## src/rtl/erase_seq_pkg.sv

```systemverilog
package erase_seq_pkg;

    localparam int ADDR_W  = 24;
    localparam int FRAME_W = 32;
    localparam int NBITS_W = $clog2(FRAME_W + 1);

    localparam logic [7:0] CMD_WRITE_EN  = 8'h06;
    localparam logic [7:0] CMD_SMALL_ERS = 8'h20;
    localparam logic [7:0] CMD_READ_STAT = 8'h05;

    typedef enum logic [1:0] {
        ST_IDLE   = 2'd0,
        ST_LAUNCH = 2'd1,
        ST_SHIFT  = 2'd2,
        ST_GAP    = 2'd3
    } seq_state_e;

    typedef enum logic [1:0] {
        STEP_WREN  = 2'd0,
        STEP_ERASE = 2'd1,
        STEP_POLL  = 2'd2,
        STEP_END   = 2'd3
    } seq_step_e;

endpackage

```

## src/rtl/erase_gap_timer.sv

```systemverilog
module erase_gap_timer #(
    parameter int GAP = 4
) (
    input  logic clk,
    input  logic rst_n,
    input  logic load_i,
    output logic expired_o
);
    localparam int CNT_W = (GAP > 1) ? $clog2(GAP) : 1;

    logic [CNT_W-1:0] cnt_d, cnt_q;

    always_comb begin
        cnt_d = cnt_q;
        if (load_i) begin
            cnt_d = CNT_W'(GAP - 1);
        end else if (cnt_q != '0) begin
            cnt_d = cnt_q - 1'b1;
        end
    end

    always_ff @(posedge clk or negedge rst_n) begin
        if (!rst_n) cnt_q <= '0;
        else        cnt_q <= cnt_d;
    end

    assign expired_o = (cnt_q == '0);

    // a fresh load always leaves the counter at its top value next cycle
    p_gap_load_r7: assert property (@(posedge clk) disable iff (!rst_n)
        load_i |=> (cnt_q == CNT_W'(GAP - 1)));

endmodule

```

## src/rtl/erase_spi_shifter.sv

```systemverilog
module erase_spi_shifter
    import erase_seq_pkg::*;
#(
    parameter int HALF_DIV = 2
) (
    input  logic               clk,
    input  logic               rst_n,
    input  logic               start_i,
    input  logic [NBITS_W-1:0] nbits_i,
    input  logic [FRAME_W-1:0] tx_i,
    input  logic               so_i,
    output logic               sck_o,
    output logic               si_o,
    output logic               done_o,
    output logic               last_bit_o
);
    localparam int TMR_W = (HALF_DIV > 1) ? $clog2(HALF_DIV) : 1;

    typedef struct packed {
        logic               active;
        logic               sck;
        logic [TMR_W-1:0]   timer;
        logic [NBITS_W-1:0] bits;
        logic [FRAME_W-1:0] shreg;
        logic               rx;
        logic               done;
    } shf_t;

    shf_t d, q;

    always_comb begin
        d      = q;
        d.done = 1'b0;
        if (!q.active) begin
            if (start_i) begin
                d.active = 1'b1;
                d.sck    = 1'b0;
                d.timer  = TMR_W'(HALF_DIV - 1);
                d.bits   = nbits_i;
                d.shreg  = tx_i;
                d.rx     = 1'b0;
            end
        end else if (q.timer != '0) begin
            d.timer = q.timer - 1'b1;
        end else begin
            d.timer = TMR_W'(HALF_DIV - 1);
            if (!q.sck) begin
                d.sck = 1'b1;
                d.rx  = so_i;
            end else begin
                d.sck   = 1'b0;
                d.shreg = {q.shreg[FRAME_W-2:0], 1'b0};
                d.bits  = q.bits - 1'b1;
                if (q.bits == NBITS_W'(1)) begin
                    d.active = 1'b0;
                    d.done   = 1'b1;
                end
            end
        end
    end

    always_ff @(posedge clk or negedge rst_n) begin
        if (!rst_n) q <= '0;
        else        q <= d;
    end

    assign sck_o      = q.sck;
    assign si_o       = q.shreg[FRAME_W-1];
    assign done_o     = q.done;
    assign last_bit_o = q.rx;

    // data out holds steady across the whole high phase of the clock
    p_si_hold_r6: assert property (@(posedge clk) disable iff (!rst_n)
        (q.sck && $past(q.sck)) |-> $stable(q.shreg[FRAME_W-1]));

    // the clock never stays high once the frame has ended
    p_sck_low_idle_r6: assert property (@(posedge clk) disable iff (!rst_n)
        !q.active |-> !q.sck);

    // an active frame always has bits left to send
    p_bits_left_r5: assert property (@(posedge clk) disable iff (!rst_n)
        q.active |-> (q.bits != '0));

endmodule

```

## src/rtl/spi_erase_seq.sv

```systemverilog
module spi_erase_seq
    import erase_seq_pkg::*;
#(
    parameter int         HALF_DIV     = 2,
    parameter int         CS_GAP       = 4,
    parameter int         MAX_POLLS    = 8,
    parameter logic [7:0] BLOCK_OPCODE = 8'hD8
) (
    input  logic              clk,
    input  logic              rst_n,
    input  logic              req_valid,
    output logic              req_ready,
    input  logic              req_block,
    input  logic [ADDR_W-1:0] req_addr,
    output logic              done,
    output logic              err,
    output logic              spi_cs_n,
    output logic              spi_sck,
    output logic              spi_si,
    input  logic              spi_so
);
    localparam int POLL_W = $clog2(MAX_POLLS + 1);
    localparam int RUN_W  = $clog2(CS_GAP + 1);

    typedef struct packed {
        seq_state_e        state;
        seq_step_e         step;
        logic              cs_n;
        logic [ADDR_W-1:0] addr;
        logic              block;
        logic [POLL_W-1:0] polls;
        logic              done;
        logic              err;
    } ctl_t;

    ctl_t d, q;

    logic               shift_start;
    logic               shift_done;
    logic               busy_bit;
    logic               gap_load;
    logic               gap_expired;
    logic [NBITS_W-1:0] frame_bits;
    logic [FRAME_W-1:0] frame_data;

    // frame contents for the current step
    always_comb begin
        unique case (q.step)
            STEP_WREN: begin
                frame_bits = NBITS_W'(8);
                frame_data = {CMD_WRITE_EN, {(FRAME_W-8){1'b0}}};
            end
            STEP_ERASE: begin
                frame_bits = NBITS_W'(FRAME_W);
                frame_data = {(q.block ? BLOCK_OPCODE : CMD_SMALL_ERS), q.addr};
            end
            default: begin
                frame_bits = NBITS_W'(16);
                frame_data = {CMD_READ_STAT, {(FRAME_W-8){1'b0}}};
            end
        endcase
    end

    // sequencing
    always_comb begin
        d           = q;
        d.done      = 1'b0;
        shift_start = 1'b0;
        gap_load    = 1'b0;
        unique case (q.state)
            ST_IDLE: begin
                if (req_valid) begin
                    d.addr  = req_addr;
                    d.block = req_block;
                    d.polls = '0;
                    d.err   = 1'b0;
                    d.step  = STEP_WREN;
                    d.cs_n  = 1'b0;
                    d.state = ST_LAUNCH;
                end
            end
            ST_LAUNCH: begin
                shift_start = 1'b1;
                d.state     = ST_SHIFT;
            end
            ST_SHIFT: begin
                if (shift_done) begin
                    d.cs_n   = 1'b1;
                    gap_load = 1'b1;
                    d.state  = ST_GAP;
                    unique case (q.step)
                        STEP_WREN:  d.step = STEP_ERASE;
                        STEP_ERASE: d.step = STEP_POLL;
                        default: begin
                            if (!busy_bit) begin
                                d.done = 1'b1;
                                d.step = STEP_END;
                            end else if (q.polls == POLL_W'(MAX_POLLS - 1)) begin
                                d.err  = 1'b1;
                                d.step = STEP_END;
                            end else begin
                                d.polls = q.polls + 1'b1;
                            end
                        end
                    endcase
                end
            end
            default: begin
                if (gap_expired) begin
                    if (q.step == STEP_END) begin
                        d.state = ST_IDLE;
                    end else begin
                        d.cs_n  = 1'b0;
                        d.state = ST_LAUNCH;
                    end
                end
            end
        endcase
    end

    always_ff @(posedge clk or negedge rst_n) begin
        if (!rst_n) begin
            q       <= '0;
            q.state <= ST_IDLE;
            q.step  <= STEP_END;
            q.cs_n  <= 1'b1;
        end else begin
            q <= d;
        end
    end

    erase_spi_shifter #(
        .HALF_DIV (HALF_DIV)
    ) i_shifter (
        .clk        (clk),
        .rst_n      (rst_n),
        .start_i    (shift_start),
        .nbits_i    (frame_bits),
        .tx_i       (frame_data),
        .so_i       (spi_so),
        .sck_o      (spi_sck),
        .si_o       (spi_si),
        .done_o     (shift_done),
        .last_bit_o (busy_bit)
    );

    erase_gap_timer #(
        .GAP (CS_GAP)
    ) i_gap (
        .clk       (clk),
        .rst_n     (rst_n),
        .load_i    (gap_load),
        .expired_o (gap_expired)
    );

    assign req_ready = (q.state == ST_IDLE);
    assign done      = q.done;
    assign err       = q.err;
    assign spi_cs_n  = q.cs_n;

    // high-time tracker used only by the gap assertion
    logic [RUN_W-1:0] hi_run_d, hi_run_q;

    always_comb begin
        hi_run_d = hi_run_q;
        if (!q.cs_n)                          hi_run_d = '0;
        else if (hi_run_q != RUN_W'(CS_GAP))  hi_run_d = hi_run_q + 1'b1;
    end

    always_ff @(posedge clk or negedge rst_n) begin
        if (!rst_n) hi_run_q <= RUN_W'(CS_GAP);
        else        hi_run_q <= hi_run_d;
    end

    // every falling chip-select follows a full minimum high period
    p_cs_gap_r7: assert property (@(posedge clk) disable iff (!rst_n)
        $fell(spi_cs_n) |-> (hi_run_q == RUN_W'(CS_GAP)));

    // clock is parked low outside chip-select windows
    p_sck_idle_r6: assert property (@(posedge clk) disable iff (!rst_n)
        spi_cs_n |-> !spi_sck);

    // the request side is only open while the bus is deselected
    p_ready_deselected_r2: assert property (@(posedge clk) disable iff (!rst_n)
        req_ready |-> spi_cs_n);

    // completion lasts a single cycle and never together with an error
    p_done_pulse_r8: assert property (@(posedge clk) disable iff (!rst_n)
        done |=> !done);
    p_done_no_err_r8: assert property (@(posedge clk) disable iff (!rst_n)
        done |-> !err);

    // error holds until a new request is taken
    p_err_sticky_r9: assert property (@(posedge clk) disable iff (!rst_n)
        (err && !(req_valid && req_ready)) |=> err);

    // poll count never reaches the budget
    p_poll_bound_r9: assert property (@(posedge clk) disable iff (!rst_n)
        q.polls < POLL_W'(MAX_POLLS));

endmodule

```

## config.mk

```make
export PLATFORM = sky130hd
export DESIGN_NAME = spi_erase_seq
export DESIGN_NICKNAME = d
export VERILOG_FILES = /design/src/rtl/erase_seq_pkg.sv /design/src/rtl/erase_gap_timer.sv /design/src/rtl/erase_spi_shifter.sv /design/src/rtl/spi_erase_seq.sv
export SDC_FILE = /design/constraint.sdc
export NUM_CORES = 1
export LEC_CHECK = 0
export BUFFER_PORTS_ARGS = -buffer_cell sky130_fd_sc_hd__buf_2
export CAP_MARGIN = 20
export CORE_MARGIN = 1.5
export CORE_UTILIZATION = 45
export CTS_CLUSTER_DIAMETER = 200
export CTS_CLUSTER_SIZE = 28
export DETAILED_ROUTE_END_ITERATION = 16
export PLACE_DENSITY = 0.68
export REMOVE_ABC_BUFFERS = 1
export SYNTH_ARGS = -nofsm -noshare
export SYNTH_HDL_FRONTEND = slang
export SYNTH_SLANG_ARGS = --single-unit
```

## constraint.sdc

```tcl
create_clock -name clk -period 4.5 [get_ports clk]
set_clock_uncertainty 0.2 [all_clocks]
set_input_delay 0.675 -clock clk [delete_from_list [all_inputs] [get_ports clk]]
set_output_delay 0.675 -clock clk [all_outputs]
set_load 0.005 [all_outputs]
```

== After elaboration in Yosys (flattened, before gate mapping) ==
Cells that the tools add are included.
W data, S select, Z words.

* Memories kept: 0
* Bits in registers: 81
* Memory bits (writable): 0
* Output and inout bits: 6
* ROM bits: 0
* Logic and storage cells: 101
* Latch bits: 0

* Multipliers: 0
* Equality and inequality tests: 17
* Magnitude comparators: 0
* Bitwise operators: 1
* Shifts and indexed selects: 0
* Muxes and demuxes: 44
* $add $sub $neg: 4
* Reductions and logical operators: 19
* Div/mod/pow operators: 0

{| class="wikitable"
|+ Operators with widths
! kind !! count
|-
| $mux W42 || 2
|-
| $pmux W32 S2 || 1
|-
| $mux W40 || 1
|-
| $mux W38 || 1
|-
| $mux W34 || 1
|-
| $mux W1 || 19
|-
| $ne A2 B2 Y1 const B || 7
|-
| $mux W2 || 6
|-
| $mux W6 || 2
|-
| $pmux W6 S2 || 1
|-
| $reduce_and A6 Y1 || 2
|-
| $reduce_and A3 Y1 || 3
|-
| $mux W4 || 2
|-
| $mux W8 || 1
|-
| $pmux W2 S2 || 2
|-
| $pmux W4 S2 || 1
|-
| $reduce_bool A2 Y1 || 4
|-
| $eq A6 B1 Y1 const B || 1
|-
| $logic_not A2 Y1 || 3
|-
| $pmux W2 S3 || 1
|-
| $sub A6 B1 Y6 const B || 1
|-
| $mux W5 || 1
|-
| $ne A5 B5 Y1 const B || 1
|-
| $reduce_and A5 Y1 || 1
|-
| 16 further kinds || 20
|}

== Depth between registers and ports, before layout ==
Gate-level depths: netlist (run 1).

* Depth after elaboration: 6
* Gate-level depth with buffers: 8
* Gate-level depth less buffers: 6

== Hierarchy ==
A second synthesis (run 1) with hierarchy kept.

* Cells, all modules: 365
* Area total of the unflattened synthesis: 3,871.2 um^2

{| class="wikitable"
|+ Modules (own cells, without submodules)
! module !! times used !! area each (um^2) !! cells an instance
|-
| erase_spi_shifter || 1 || 1,954.4 || 199
|-
| spi_erase_seq || 1 || 1,811.7 || 156
|-
| erase_gap_timer || 1 || 105.1 || 10
|}

== Least setup slack after synthesis (run 1) ==
Ideal clock, no wire load.

* Path type: register to register
* From: register q[34] (netlist bit)
* To: register q[24] (netlist bit)
* Path slack: 2.524 ns
* Arrival: 1.651 ns
* Stages on the path, launching flop included: 6
* Library setup time: 0.125 ns
* Cell sequence: dfrtp_1 -> inv_1 -> ha_1 -> nand2_1 -> clkbuf_1 -> mux2_2

* Longest elaborated chain between the ends: 2

{| class="wikitable"
|+ Ends and longest elaborated chain
! what !! line !! source
|-
| from (decl) || spi_erase_seq.sv:36 || <nowiki>ctl_t d, q;</nowiki>
|-
| $logic_not A2 Y1 || n/a ||
|-
| via req_ready || spi_erase_seq.sv:12 || <nowiki>output logic req_ready,</nowiki>
|-
| $reduce_and A2 Y1 (no line) || n/a ||
|}

The timed path passes the listed nets, and every way through them passes these cells.
A chain may end at the register's enable or synchronous reset.

== Worst setup path in the final report (run 1) ==
* From: register q[34] (netlist bit)
* To: register q[34] (netlist bit)

* Longest elaborated chain between the ends: 3
* Elaborated cells on any way between the ends: 8

{| class="wikitable"
|+ Ends and longest elaborated chain
! what !! line !! source
|-
| $eq A2 B2 Y1, or another cell as far along || spi_erase_seq.sv:70 || <nowiki>unique case (q.state)</nowiki>
|-
| $ne A2 B1 Y1 (no line), or another cell as far along || n/a ||
|-
| $reduce_and A3 Y1 (no line) || n/a ||
|}

Several ways; a longest one is shown, not always the timed one.

==> flow_metrics.tcl, run 1 <==
set metrics [dict create \
    outcome "completed" \
    die_x_microns 92.36 \
    crit_fanout 15 \
    cp_num_buf_inv 2 \
    drt_iter0_markers 192 \
    setup_slack_ns 2.283 \
    worst-setup-path-type "register to register" \
    path_cells "inv_1 -> ha_1 -> nand2_1 -> buf_8 -> a21oi_1 -> a21oi_1 -> mux2i_1" \
    synth.distinct_cells 39 \
    fill_cells 689 \
    vias 2517 \
    ys.flop_type "dfrtp_1" \
    cap_violations 0 \
    clock_latency_ns 0.35 \
    netlist_area_sq_um 3593 \
    stdcell_count 474 \
    start_util_pct 46.50 \
    synth.top_cells.by_area "dfrtp_1, mux2_2, o21ai_0" \
    drive_above_1_share_pct 23.92 \
    wirelength_microns 6619 \
    hold_viol 0 \
    yosysMostFrequentCell "dfrtp_1" \
    critPathSlowestCell "nand2_1" \
    io_buffers 34 \
    grt_pass1_vias 2475 \
    first_pass_iters 4 \
    clockRootBuffer "clkbuf_8" \
    postCtsSetupBuffers 0 \
    setup-violations-final 0 \
    synth-edff-count 0 \
    p_leak_nw 1.892 \
    yosysWarnings 0 \
    yosysSeqAreaShare_pct 56.51 \
    cp.required_ns 4.57 \
    period_needed_ns 2.217 \
    path_common_cell "a21oi_1" \
    max_freq_mhz 451.0 \
    viasPerCell 5.310 \
    fin_util_pct 53.43 \
    overflow 0 \
    worstMarginPinSlew_ns 0.7586 \
    finalPower_w 0.001312 \
    endpoint_kind "register" \
    numCtsBuffers 9 \
    syn_inst 335 \
    area.growth.synth_to_final_pct 14.90 \
    grt_max_degree 82 \
    synth_top_area_share_pct 54.32 \
    place_hpwl_microns 4452 \
    drv_slew 0 \
    ant_nets 0 \
    ioPinCount 35 \
    cp_data_arrival_time_ns 2.28 \
    max_stage_delay_ns 0.46 \
    fin_setup_tns_ns 0 \
    slew-limit-headroom_pct 49.20 \
    placed_cells 456 \
    drc_errors 0 \
    grt_use_total_pct 17.10 \
    worst_setup_path_start_kind "register" \
    path_delay_family "simple AND/OR/NAND/NOR gates" \
    nets 404 \
    die-height_microns 92.36 \
    path_clk_slew_ns 0.09 \
    cts-resized-gates 0 \
    regArea_sq_um 2031 \
    power_density_nw_per_um2 317.8 \
    rsz0062_at_grt "no" \
    wire_per_inst_microns 13.96 \
    irDropWorstVdd_mv 0.2061 \
    clockBufferDepth 2 \
    diodes 0 \
    grt_pass1_wl_microns 11490 \
    min_path_type "input port to async pin" \
    cts_tree "yes" \
    design.die.area_sq_um 8530 \
    avgSynthCellArea_sq_um 10.73 \
    cts_htree_levels 3 \
    place.gp.congestion 0.8373 \
    core_sq_um 7727 \
    clkSinkCount 81 \
    hold_buffers 0 \
    ys_async_sr_fraction_pct 100.0 \
    synth_commonest_cells "dfrtp_1, nand2_1, o21ai_0, mux2_2, a22oi_1" \
    ys_seq_elements 81 \
    fin_crit_sh_pct 49.28 \
    synth_top_cell_by_area "dfrtp_1" \
    multiInputGateArea_sq_um 1460 \
    num_rows 32 \
    rrSetupSlack_ns 2.28 \
    place_ws_ns 2.016 \
    antenna_found_initial 0 \
]
## cell families (layout without fill, tap and decap cells)
kind of cell               Yosys count  count (layout)  synth area share, %
muxes                               28              28                8.740
DFF                                 81              81                56.51
adders and majority gates            8               8                2.786
buffers and inverters               31              68                3.551
and+or+nand+nor                     89              89                11.56
xor gates and xnor gates             2               2               0.4876
AOI/OAI and AO/OA                   96              96                16.37
## report_power, final
group,total [W],internal [W],switching (W)
clock network,0.000555,0.000278,0.000277
registers,0.000728,0.000728,0.000000613
logic,0.0000288,0.0000116,0.0000172
## worst register-to-register path: cells and delay by family (launching register included)
kind,cells,cell delay [ns]
AOI/OAI and AO/OA,2,0.22
and+or+nand+nor,1,0.46
adders and majority gates,1,0.31
buffers and inverters,2,0.43
DFF,1,0.40
muxes,1,0.12
## cell type report
type                            count  share of cell area (%)
Inverter                           13                   1.182
Sequential cell                    81                   49.18
Clock inverter                      6                   1.788
Timing Repair Buffer               39                   6.061
Multi-Input combinational cell    223                   35.36
Clock buffer                       10                   3.333
Tap cell                          102                   3.091
## metal layers
metal	routed length, microns	GRT usage [%]
met3	230	3.612
met1	3262	23.80
met4	118	6.923
met5	0	0
met2	3008	26.16
## flip-flops by register name, indices dropped and copies added, names as in the netlist
name / flops
i_shifter.done_o: 1
err: 1
i_shifter.sck_o: 1
done: 1
i_gap.cnt_q: 2
q: 33
i_shifter.last_bit_o: 1
spi_cs_n: 1
i_shifter.si_o: 1
i_shifter.q: 39
## cells in the final DEF, fill, tap and decap left out, types with 2 or more instances in the layout
master	n
o21a_1	2
nand2_1	45
clkbuf_8	10
buf_4	3
a22oi_1	25
o21ai_0	41
ha_1	8
a22o_1	2
a31oi_1	3
buf_2	33
nor3_1	2
nor2_1	12
nand3_1	8
dfrtp_1	78
nand2b_1	3
nor4_1	2
o31ai_1	4
dfstp_2	3
a21oi_1	14
nand3b_1	2
or3_1	3
mux2_2	27
inv_1	13
xor2_1	2
nor2b_1	2
clkinvlp_4	2
## final timing paths
| check | start | end | cells past startpoint |
|---|---|---|---|
| max | q[34] | q[34] | 7 |
| min | rst_n | q[9] | 1 |
| max reg2reg | q[34] | q[34] | 7 |
| min reg2reg | i_shifter.q[25] | i_shifter.q[25] | 2 |
| max in group asynchronous | rst_n | spi_cs_n | 2 |
| min in group clk | i_shifter.q[25] | i_shifter.q[25] | 2 |
## metrics by stage
step / hold slack, ns / area, sq um
floorplan: 0.1794 / 3515
global placement: 0.2621 / 3855
detailed placement: 0.2657 / 3870
CTS: 0.2850 / 4081
global route: 0.01199 / 4129
finish: 0.004035 / 4129
Note: power is estimated with default switching activity, not from simulation.
==> inputs of run 2 (changes only) <==
Settings changed: ABC_AREA set to 1, PLACE_DENSITY 0.68 to 0.71.
Clock period 4.5 ns to 2 ns, I/O delays scaled along.
==> flow_metrics.tcl, run 2 <==
set metrics [dict create \
    outcome "completed" \
    synth.distinct_cells 31 \
    ys_seq_elements 81 \
    worst_setup_path_start_kind "register" \
    setup-violations-final 0 \
    start_util_pct 47.13 \
    path_delay_family "flip-flops" \
    diodes 0 \
    clockBufferDepth 2 \
    clockRootBuffer "clkbuf_8" \
    wire_per_inst_microns 13.20 \
    drv_slew 0 \
    cp_num_buf_inv 2 \
    worst-setup-path-type "register to register" \
    viasPerCell 5.123 \
    cp.required_ns 2.04 \
    p_leak_nw 2.072 \
    power_density_nw_per_um2 1568 \
    numCtsBuffers 9 \
    fin_crit_sh_pct 92.87 \
    fin_util_pct 57.64 \
    path_clk_slew_ns 0.09 \
    synth_top_area_share_pct 52.77 \
    top_regs "i_shifter.q x39, q x33, i_gap.cnt_q x2" \
    postCtsSetupBuffers 0 \
    drive_above_1_share_pct 21.84 \
    core_sq_um 7848 \
    hold_viol 0 \
    setup_slack_ns 0.1427 \
    grt_pass1_vias 3004 \
    clkSinkCount 81 \
    design.die.area_sq_um 8772 \
    max_stage_delay_ns 0.41 \
    r2r_end "i_shifter.q[20]" \
    crit_fanout 9 \
    overflow 0 \
    ant_nets 0 \
    cts_htree_levels 3 \
    yosysWarnings 0 \
    largest_register_ffs 39 \
    ioPinCount 35 \
    worstMarginPinSlew_ns 0.4004 \
    reg2reg_from "q[35]" \
    grt_max_degree 29 \
    first_pass_iters 4 \
    syn_inst 392 \
    area.growth.synth_to_final_pct 22.29 \
    yosysSeqAreaShare_pct 54.91 \
    yosysMostFrequentCell "dfrtp_1" \
    netlist_area_sq_um 3699 \
    max_freq_mhz 538.4 \
    largest-register "i_shifter.q" \
    die_x_microns 93.66 \
    wirelength_microns 7508 \
    antenna_found_initial 0 \
    synth_commonest_cells "dfrtp_1, nand2_1, a21oi_1, nor2_1, inv_1" \
    path_cells "inv_1 -> ha_1 -> nand2_2 -> nand2_1 -> o21ai_4 -> buf_4 -> a21oi_1 -> a21oi_1" \
    rrSetupSlack_ns 0.14 \
    cts_tree "yes" \
    slew-limit-headroom_pct 73.30 \
    place_ws_ns 0.06253 \
    grt_pass1_wl_microns 13050 \
    num_rows 32 \
    grt_use_total_pct 19.04 \
    critPathSlowestCell "dfrtp_1" \
    nets 499 \
    drt_iter0_markers 104 \
    endpoint_kind "register" \
    cp-startpoint "q[35]" \
    clock_latency_ns 0.35 \
    ys_async_sr_fraction_pct 100.0 \
    synth.top_cells.by_area "dfrtp_1, a21oi_1, mux2_2" \
    ys.flop_type "dfrtp_1" \
    final_common_cell "dfrtp_1" \
    place.gp.congestion 0.8278 \
    avgSynthCellArea_sq_um 9.435 \
    period_needed_ns 1.857 \
    rsz0062_at_grt "no" \
    irDropWorstVdd_mv 0.8773 \
    place_hpwl_microns 5055 \
    cap_violations 0 \
    min_path_type "input port to async pin" \
    vias 2915 \
    drc_errors 0 \
    synth_top_cell_by_area "dfrtp_1" \
    cp_data_arrival_time_ns 1.89 \
    synth-edff-count 0 \
    io_buffers 34 \
    final_cell_mix "dfrtp_1, nand2_1, a21oi_1" \
    path_common_cell "a21oi_1" \
    die-height_microns 93.66 \
    fill_cells 723 \
    reg2reg_depth 8 \
]
-- run 2: changes by cell type after synthesis, sizes merged, moves of 3 or more --
cell    previous run  this run
clkbuf             8         1
a22oi             25         1
nand4              1         5
nor2b              3         0
nand2             45        76
nor2              13        45
buf               10        15
inv               13        29
a21oi             14        59
o21ai             41        18
or3                3         0
nand2b             3         0
nand3              9        16
-- run 2: how the worst max path moves through the flow --
stage	endpoint	cells past startpoint
floorplan	i_shifter.q[28]	5
global placement	i_shifter.q[16]	8
detailed placement	q[4]	9
CTS	q[4]	9
global route	i_shifter.q[23]	8
finish	i_shifter.q[20]	8
-- run 2: cells by family after synthesis --
group / after synthesis / synth area share (%)
compound gates: 86 / 12.31
xor+xnor: 1 / 0.2368
fa+ha+maj: 8 / 2.706
buf+inv: 45 / 5.954
flops: 81 / 54.91
mux: 25 / 7.612
simple gates: 146 / 16.27
-- run 2: worst reg2reg max path, stage by stage, from the launching register on --
cell,delay (ns)
dfrtp_1,0.41
inv_1,0.09
ha_1,0.18
nand2_2,0.13
nand2_1,0.17
o21ai_4,0.14
buf_4,0.19
a21oi_1,0.14
a21oi_1,0.09
-- run 2: cell type report --
type / instances / area [sq um] / area share, %
flip-flops and latches: 81 / 2031 / 44.90
multi-input cells: 266 / 1468 / 32.45
repair buffers: 75 / 585.6 / 12.95
clock buffers: 10 / 127.6 / 2.822
well taps: 102 / 127.6 / 2.822
inverters: 29 / 108.9 / 2.407
clock inverters: 6 / 75.07 / 1.660
-- run 2: where the power goes --
group          internal, W  leakage (nW)  switching (W)  total [W]
Combinational      0.00127          1.01        0.00168    0.00295
Clock             0.000595        0.0990       0.000623    0.00122
Sequential         0.00244         0.968       0.000479    0.00292
-- run 2: repair_timing --
item / in CTS / in global routing
setup endpoints to repair: 0 / 30
gates resized for setup: 0 / 6
hold buffers: 27 / 0
hold endpoints to repair: 51 / 0
-- run 2: metrics by stage --
stage	hold slack [ns]	area, sq um	total power, W	TNS (ns)	instances
after floorplan	-0.1956	3587	0.004839	-1.968	376
after global placement	0.05979	4030	0.005649	0	526
after detailed placement	0.06516	4030	0.005814	0	526
after CTS	0.2132	4503	0.007097	0	569
after global routing	0.2449	4523	0.007711	0	569
final	0.2116	4523	0.007091	0	569
-- run 2: per-layer routing --
layer / vias up / wire (microns) / GRT usage, % / part of all wire (%)
met4: 0 / 91 / 6.468 / 1.2
met3: 14 / 213 / 4.854 / 2.8
li1: 1442 / - / - / -
met1: 1403 / 3360 / 22.78 / 45
met2: 56 / 3842 / 33.27 / 51
met5: - / 0 / 0 / 0
==> inputs of run 3 (changes only) <==
Settings changed: ABC_AREA 1 to 0, ABC_CLOCK_PERIOD_IN_PS set to 2000.
==> flow_metrics.tcl, run 3 (synthesis results as in run 1) <==
set metrics [dict create \
    outcome "completed" \
    hold_depth 3 \
    worst_setup_path_start_kind "register" \
    max_stage_delay_ns 0.41 \
    clkSinkCount 81 \
    r2r_end "q[2]" \
    vias 2812 \
    max_freq_mhz 528.0 \
    drv_slew 0 \
    cp_data_arrival_time_ns 1.93 \
    slew-limit-headroom_pct 61.50 \
    holdWs_ns 0.1509 \
    area.growth.synth_to_final_pct 26.98 \
    cp-startpoint "q[34]" \
    path_clk_slew_ns 0.09 \
    stdcell_count 523 \
    cts_tree "yes" \
    drc_errors 0 \
    p_leak_nw 2.104 \
    worstMarginPinSlew_ns 0.5769 \
    min_from "req_valid" \
    clockBufferDepth 2 \
    power_density_nw_per_um2 628.5 \
    first_pass_iters 4 \
    cp.required_ns 2.04 \
    core_sq_um 7727 \
    num_rows 32 \
    design.die.area_sq_um 8530 \
    drive_above_1_share_pct 27.32 \
    rrSetupSlack_ns 0.11 \
    top_regs "i_shifter.q x39, q x33, i_gap.cnt_q x2" \
    cap_violations 0 \
    grt_pass1_wl_microns 12520 \
    wire_per_inst_microns 14.28 \
    nets 453 \
    place.gp.congestion 0.8442 \
    fill_cells 627 \
    wl_met3_microns 218 \
    placed_cells 475 \
    hold_end "err" \
    fin_crit_sh_pct 94.70 \
    critPathSlowestCell "dfrtp_1" \
    place_hpwl_microns 4891 \
    drt_iter0_markers 170 \
    top_layer_used "met4" \
    min_path_type "input port to register" \
    fin_setup_tns_ns 0 \
    numCtsBuffers 9 \
    viasPerCell 5.377 \
    wirelength_microns 7467 \
    overflow 0 \
    reg2reg_from "q[34]" \
    grt_max_degree 37 \
    clock_latency_ns 0.36 \
    crit_fanout 6 \
    grt_pass1_vias 2659 \
    antenna_found_initial 0 \
    ant_nets 0 \
    wl_met1_microns 3552 \
    endpoint_kind "register" \
    place_ws_ns 0.02984 \
    cts_htree_levels 3 \
    diodes 0 \
    reg2reg_depth 6 \
    dr_wl_met2_microns 3571 \
    path_cells "inv_1 -> ha_2 -> nor2_1 -> nand3b_1 -> a21oi_2 -> mux2_2" \
    clockRootBuffer "clkbuf_8" \
    ioPinCount 35 \
    final_cell_mix "dfrtp_1, nand2_1, o21ai_0" \
    grt_use_total_pct 18.79 \
    start_util_pct 46.50 \
    setup-violations-final 0 \
    die_x_microns 92.36 \
    io_buffers 34 \
    die-height_microns 92.36 \
    hold_viol 0 \
    finalPower_w 0.002868 \
    worst-setup-path-type "register to register" \
    final_common_cell "dfrtp_1" \
    largest_register_ffs 39 \
    irDropWorstVdd_mv 0.3866 \
    setup_slack_ns 0.1059 \
    period_needed_ns 1.894 \
    largest-register "i_shifter.q" \
]
[run 3: timing repair]
item / 4_1_cts / 5_1_grt
hold endpoints to repair: 57 / 0
endpoints found under the setup margin: 0 / 34
gates resized for setup: 0 / 6
setup buffers: 0 / 4
hold buffers: 27 / 0
[run 3: worst max-delay path by stage]
stage	depth (start not counted)	slack (ns)	to
CTS	5	0.009	i_shifter.q[25]
global route	6	-0.01	i_shifter.q[16]
global placement	5	0.09	i_shifter.si_o
detailed placement	5	0.03	i_shifter.q[19]
finish	6	0.11	q[2]
floorplan	6	-1.57	i_shifter.q[29]
[run 3: area by class of cell]
type	instances	area [sq um]	area share, %
flip-flops and latches	81	2031	44.50
multi-input cells	224	1478	32.38
repair buffers	87	691.9	15.16
clock buffers	10	137.6	3.016
well taps	102	127.6	2.797
clock inverters	6	48.80	1.069
inverters	13	48.80	1.069
[run 3: where the power goes]
group	internal [W]	switching (W)	leakage, nW
Combinational	0.0000600	0.0000465	0.940
Clock	0.000500	0.000623	0.0912
Sequential	0.00164	0.00000130	1.07
Total	0.00220	0.000671	2.10
[run 3: routing by layer]
metal / global-route usage (%) / vias up
met5: 0 / -
met4: 9.103 / 0
met3: 2.709 / 11
met2: 29.60 / 63
met1: 25.57 / 1380
li1: - / 1358
[run 3: stage by stage]
| stage | util [%] | instance area, sq um |
|---|---|---|
| finish | 59.05 | 4563 |
| global route | 59.05 | 4563 |
| CTS | 58.39 | 4512 |
| detailed placement | 52.48 | 4055 |
| global placement | 52.48 | 4055 |
| floorplan | - | 3515 |
[run 3: worst max-delay path: cells and delay by family, from the launching register on]
| kind | cells | cell delay [ns] |
|---|---|---|
| flops | 1 | 0.41 |
| compound gates | 1 | 0.18 |
| buf+inv | 1 | 0.11 |
| fa+ha+maj | 1 | 0.23 |
| mux | 1 | 0.34 |
| simple gates | 2 | 0.30 |
